==> src/rtl/sq_sweep_pkg.sv <==
`timescale 1ns/1ps
package sq_sweep_pkg;
  localparam int SHIFT_W = 3;
  localparam int PACE_W  = 3;
  // enough for 2*7 + 5 + 2 = 21
  localparam int CDW     = 5;
  localparam int MAX_DLY = 2 * ((1 << SHIFT_W) - 1) + 5 + 2;
  localparam int HOLD_LIM = 3;

  typedef struct packed {
    logic [PACE_W-1:0]  pace;
    logic               negate;
    logic [SHIFT_W-1:0] shift;
  } sweep_cfg_t;

  function automatic logic [CDW-1:0] calc_delay(input logic [SHIFT_W-1:0] sh,
                                                input logic ph, input logic cold);
    logic [CDW-1:0] d;
    d = CDW'({sh, 1'b0}) + CDW'(5) - CDW'(ph);
    if (cold) d = d + CDW'(2);
    return d;
  endfunction
endpackage

==> src/rtl/sq_sweep_pace.sv <==
`timescale 1ns/1ps
module sq_sweep_pace #(
  parameter int PW = 3
) (
  input  logic          clk,
  input  logic          rst_n,
  input  logic          reload,
  input  logic          frame_tick,
  input  logic [PW-1:0] pace,
  output logic          fire
);
  localparam logic [PW-1:0] TOP_V  = '1;
  localparam logic [PW-1:0] LAST_V = TOP_V - 1'b1;

  logic [PW-1:0] cnt_q, cnt_d, reload_v;

  assign reload_v = pace ^ TOP_V;

  always_comb begin
    cnt_d = cnt_q;
    fire  = 1'b0;
    if (reload) begin
      cnt_d = reload_v;
    end else if (frame_tick) begin
      if (cnt_q >= LAST_V) begin
        cnt_d = reload_v;
        fire  = (pace != '0);
      end else begin
        cnt_d = cnt_q + 1'b1;
      end
    end
  end

  always_ff @(posedge clk or negedge rst_n) begin
    if (!rst_n) cnt_q <= TOP_V;
    else        cnt_q <= cnt_d;
  end
endmodule

==> src/rtl/sq_sweep_delay.sv <==
`timescale 1ns/1ps
module sq_sweep_delay #(
  parameter int CW   = 5,
  parameter int HOLD = 3
) (
  input  logic          clk,
  input  logic          rst_n,
  input  logic          clr,
  input  logic          load,
  input  logic [CW-1:0] load_val,
  input  logic          load_unsh,
  input  logic          tick,
  input  logic          shift_nz,
  output logic          done,
  output logic [CW-1:0] cnt
);
  logic [CW-1:0] cnt_q, cnt_d;
  logic          unsh_q, unsh_d, adv;

  assign adv = shift_nz || unsh_q || (cnt_q <= CW'(HOLD));
  assign cnt = cnt_q;

  always_comb begin
    cnt_d  = cnt_q;
    unsh_d = unsh_q;
    done   = 1'b0;
    if (clr) begin
      cnt_d = '0;
    end else if (load) begin
      cnt_d  = load_val;
      unsh_d = load_unsh;
    end else if (tick && (cnt_q != '0) && adv) begin
      cnt_d = cnt_q - 1'b1;
      done  = (cnt_q == CW'(1));
    end
  end

  always_ff @(posedge clk or negedge rst_n) begin
    if (!rst_n) begin
      cnt_q  <= '0;
      unsh_q <= 1'b0;
    end else begin
      cnt_q  <= cnt_d;
      unsh_q <= unsh_d;
    end
  end
endmodule

==> src/rtl/sq_sweep_unit.sv <==
`timescale 1ns/1ps
module sq_sweep_unit
  import sq_sweep_pkg::*;
#(
  parameter int PER_W = 11
) (
  input  logic             clk,
  input  logic             rst_n,
  input  logic             cfg_we,
  input  logic [6:0]       cfg_wdata,
  input  logic             trig,
  input  logic [PER_W-1:0] trig_period,
  input  logic             frame_tick,
  input  logic             calc_tick,
  output logic [PER_W-1:0] period_out,
  output logic             period_load,
  output logic             ch_active
);
  sweep_cfg_t       cfg_q, cfg_d;
  logic [PER_W-1:0] shadow_q, shadow_d, addend_q, addend_d, dadd_q, dadd_d;
  logic [PER_W-1:0] per_q, per_d;
  logic             load_q, load_d, act_q, act_d, wb_q, wb_d, ph_q, ph_d;
  logic [PER_W:0]   cand, kill_sum;
  logic             shift_nz, ovf, write_kill;
  logic             pace_fire, sched_frame, trig_sched;
  logic             dly_load, dly_clr, dly_unsh, calc_done;
  logic [CDW-1:0]   dly_val, dly_cnt;

  assign shift_nz    = (cfg_q.shift != '0);
  assign sched_frame = pace_fire && act_q && !trig;
  assign trig_sched  = trig && shift_nz;
  assign dly_load    = sched_frame || trig_sched;
  assign dly_clr     = trig && !shift_nz;
  assign dly_unsh    = !trig && !shift_nz;
  assign dly_val     = calc_delay(cfg_q.shift, ph_q, trig_sched && !act_q);

  sq_sweep_pace #(.PW(PACE_W)) u_pace (
    .clk(clk), .rst_n(rst_n), .reload(trig), .frame_tick(frame_tick),
    .pace(cfg_q.pace), .fire(pace_fire)
  );

  sq_sweep_delay #(.CW(CDW), .HOLD(HOLD_LIM)) u_delay (
    .clk(clk), .rst_n(rst_n), .clr(dly_clr), .load(dly_load),
    .load_val(dly_val), .load_unsh(dly_unsh), .tick(calc_tick),
    .shift_nz(shift_nz), .done(calc_done), .cnt(dly_cnt)
  );

  // candidate period, one bit wider to expose the carry
  assign cand = cfg_q.negate ? ({1'b0, shadow_q} - {1'b0, addend_q})
                             : ({1'b0, shadow_q} + {1'b0, addend_q});
  assign ovf  = !cfg_q.negate && cand[PER_W];

  // write-time check on the last completed calculation
  assign kill_sum   = {1'b0, shadow_q} + {1'b0, dadd_q} + {{PER_W{1'b0}}, cfg_q.negate};
  assign write_kill = cfg_we && !cfg_wdata[3] && kill_sum[PER_W];

  always_comb begin
    cfg_d    = cfg_q;
    shadow_d = shadow_q;
    addend_d = addend_q;
    dadd_d   = dadd_q;
    per_d    = per_q;
    act_d    = act_q;
    wb_d     = wb_q;
    load_d   = 1'b0;
    ph_d     = ph_q ^ calc_tick;
    if (calc_done) begin
      dadd_d = cfg_q.negate ? ~addend_q : addend_q;
      if (ovf) begin
        act_d = 1'b0;
      end else if (wb_q && shift_nz && act_q) begin
        shadow_d = cand[PER_W-1:0];
        per_d    = cand[PER_W-1:0];
        load_d   = 1'b1;
      end
    end
    if (sched_frame) begin
      addend_d = shadow_q >> cfg_q.shift;
      wb_d     = 1'b1;
    end
    if (cfg_we) begin
      cfg_d = sweep_cfg_t'(cfg_wdata);
      if (write_kill) act_d = 1'b0;
    end
    if (trig) begin
      act_d    = 1'b1;
      shadow_d = trig_period;
      dadd_d   = '0;
      addend_d = trig_period >> cfg_q.shift;
      wb_d     = 1'b0;
      load_d   = 1'b0;
    end
  end

  always_ff @(posedge clk or negedge rst_n) begin
    if (!rst_n) begin
      cfg_q    <= '0;
      shadow_q <= '0;
      addend_q <= '0;
      dadd_q   <= '0;
      per_q    <= '0;
      load_q   <= 1'b0;
      act_q    <= 1'b0;
      wb_q     <= 1'b0;
      ph_q     <= 1'b0;
    end else begin
      cfg_q    <= cfg_d;
      shadow_q <= shadow_d;
      addend_q <= addend_d;
      dadd_q   <= dadd_d;
      per_q    <= per_d;
      load_q   <= load_d;
      act_q    <= act_d;
      wb_q     <= wb_d;
      ph_q     <= ph_d;
    end
  end

  assign period_out  = per_q;
  assign period_load = load_q;
  assign ch_active   = act_q;
endmodule

==> config.mk <==
export PLATFORM = sky130hd
export DESIGN_NAME = sq_sweep_unit
export DESIGN_NICKNAME = d
export VERILOG_FILES = /design/src/rtl/sq_sweep_pkg.sv /design/src/rtl/sq_sweep_pace.sv /design/src/rtl/sq_sweep_delay.sv /design/src/rtl/sq_sweep_unit.sv
export SDC_FILE = /design/constraint.sdc
export NUM_CORES = 1
export LEC_CHECK = 0
export BUFFER_PORTS_ARGS = -buffer_cell sky130_fd_sc_hd__buf_4
export CAP_MARGIN = 20
export CORE_ASPECT_RATIO = 1.5
export CORE_MARGIN = 8
export CORE_UTILIZATION = 65
export DETAILED_ROUTE_END_ITERATION = 8
export PLACE_DENSITY = 0.86
export SETUP_SLACK_MARGIN = 0.4
export SYNTH_ARGS = -nofsm -noshare
export SYNTH_HDL_FRONTEND = slang
export SYNTH_HIERARCHICAL = 1
export SYNTH_SLANG_ARGS = --single-unit
==> constraint.sdc <==
create_clock -name clk -period 6.65 [get_ports clk]
set_clock_uncertainty 0.15 [all_clocks]
set_input_delay 1.995 -clock clk [delete_from_list [all_inputs] [get_ports clk]]
set_output_delay 1.995 -clock clk [all_outputs]
set_load 0.005 [all_outputs]
==> results.ini <==
[synth]
synth_largest_area_cell=dfrtp_1
synth_commonest_cells=61 x dfrtp_1, 56 x nor2_1, 40 x nand2_1, 33 x a21oi_1, 31 x ha_1
post-synth-top-count-cell=dfrtp_1
synth_edf_count=0
yosys_most_used_dff=dfrtp_1
yosysUniqueCellTypes=62
ys_seq_elements=64
async_flop_share_pct=100
yosys_warnings=6
syn_area_mm2=0.00431
synth-compound-area-share_pct=18.9
synthAdderAreaFrac_pct=9.47
muxShareOfSynthArea_pct=7.09
syn_inst=469
synth_top_area_share_pct=35.4
syn-num-nets=525
ys_top_cells_by_area=dfrtp_1 35%, ha_1 9.0%, xnor2_1 5.7%, nor2_1 4.9%, a21oi_1 3.8%
synth_top_family_by_area=compound AO/OA/AOI/OAI gates
synth.avg_cell_area_um2=9.18
yosysSeqAreaShare_pct=37.3
synthXorXnorAreaFrac_pct=6.51
yosys.area_share.simple_pct=16.7

[hold_path]
hp-class=reg2reg

[clock_network]
clock_path_buffers=2
clkTransAtPathRegs_ns=0.07
clock-sinks=64
insertion_delay_ns=0.34
postCtsResizedCells=0
cts.htree.levels=3
cts_root_buffer=clkbuf_8
cts_setup_buffers=0
cts_buffers=9
hold_buffers=0
tritoncts=done

[cells_and_area]
syn_to_final_growth_pct=11.7
utilization_pct=74.7
regArea_mm2=0.00161
drive_gt1_share_pct=18.2
diodes=0
design_area_mm2=0.00481
nets=552
fillers=450
multi_input_area_mm2=0.00253

[power]
p_leak_nw=2.20
ir_drop_v=0.000211
power_density_mw_per_mm2=279

[critical_path]
cpMostUsedCell=nor2_1
cp_data_required_time_ns=6.76
crit_type=in2reg
path_cells=buf_4 > inv_1 > nor2_1 > nor2_1 > nor2_1 > nand3_1 > nor3_2 > buf_4 > nand4_1 > or3_1 > or3_1 > a31oi_1
cp_slowest_cell=or3_1
r2r_slack_ns=2.40
cp-start-kind=input pin
path_max_fanout=47
slowest_delay_ns=0.66
crit_path_end_kind=flop
arrival_ns=5.25

[timing]
setup_tns_ns=0
hold_ws_ns=0.319
max_slew.worst_pin.slew_ns=0.803
period_needed_ns=5.15
timing.final.crit_share_pct=77.4
setup_violations=0
fmax_mhz=194
rsz0062_at_grt=no
slew_headroom_pct=46.5
finalHoldViolations=0
drv_slew=0
final.setup.worst_slack_ns=1.50

[grt]
grt_pass1_wl_um=17500
grtUsageTotal_pct=23.6
grt_pass1_vias=3612
grt_antenna_before_repair=0
grt_overflow=0
grt_max_degree=65

[placed_design]
place_ws_ns=1.21
portBuffers=36
place_area_mm2=0.00460
gp_congestion=0.923
dp_hpwl_um=7580

[job]
maxCapViolations=0

[route]
drtIter0Drc=251
routed_wl_um=10500
vias=3595
drtAntennaViolNets=0
avgRoutedWirePerCell_um=18.1
drc=0
drtPass1Iterations=5
avgViaCountPerCell=6.23

[floorplanning]
pin_count=37
fp.dieH_um=116
start_util_pct=66.9
die_area_mm2=0.00954
die_x_um=82.5
core-area_mm2=0.00644
rows=36

[outcome]
outcome=finished clean

## path summary, 6_finish.rpt
path                                from              end  depth (start not counted)
worst max-delay path                trig      shadow_q[3]                         12
worst min-delay path            cfg_q[5]  u_pace/cnt_q[1]                          1
worst max register to register  cfg_q[0]      shadow_q[3]                         13
worst min register to register  cfg_q[5]  u_pace/cnt_q[1]                          1
max in group asynchronous          rst_n      shadow_q[4]                          1
min in group asynchronous          rst_n    period_out[0]                          1
## cell families after synthesis
kind of cell / Yosys count
and+or+nand+nor: 152
AOI/OAI and AO/OA: 122
DFF: 64
buffers and inverters: 41
xor gates and xnor gates: 32
adders and majority gates: 32
muxes: 26
## state kept, by name (all words and copies together) (netlist names), 3 cells and up
| register | cells |
|---|---|
| cfg_q | 7 |
| u_delay/cnt | 5 |
| shadow_q | 11 |
| period_out | 11 |
| addend_q | 11 |
| dadd_q | 11 |
| u_pace/cnt_q | 3 |
## final cells by class
type                    count  share of cell area [%]
clock buffers              13                    3.51
clock inverters             3                   0.832
inverters                  16                    1.25
multi-input cells         364                    52.7
flip-flops and latches     64                    33.4
well taps                  76                    1.98
repair buffers             41                    6.40
## worst max-delay path: cells and delay by family
kind | cells | cell delay [ns]
AND/OR/NAND/NOR | 8 | 2.30
buffers and inverters | 3 | 0.77
AO/OA/AOI/OAI | 1 | 0.17
## per-layer routing
layer	up-vias	wire (um)	track usage [%]
met5	-	0	0
met4	0	408	12.7
met3	34	523	4.74
met2	123	5110	37.0
met1	1708	4410	29.4
li1	1730	-	-
## stage by stage
step	total power, mW	std cells
6_report	1.34	577
5_1_grt	1.43	577
4_1_cts	1.34	577
3_5_place_dp	0.988	561
3_3_place_gp	0.973	561
2_1_floorplan	0.871	469
## where the power goes
| part | switching [mW] | leakage (nW) | internal (mW) | total (mW) |
|---|---|---|---|---|
| Sequential | 0.0794 | 0.806 | 0.440 | 0.520 |
| Combinational | 0.256 | 1.28 | 0.220 | 0.476 |
| Clock | 0.145 | 0.109 | 0.203 | 0.348 |
| Total | 0.481 | 2.20 | 0.863 | 1.34 |
## cell usage in the layout (no fill, tap or decap), types with 14 or more instances in the layout
master,instances
inv_1,14
o21ai_0,19
nor2_1,56
buf_4,41
xnor2_1,28
nand2_1,40
dfrtp_1,61
a211oi_1,21
nor3_1,15
a21oi_1,33
ha_1,31
No activity file was read; power rests on OpenSTA's default activity.
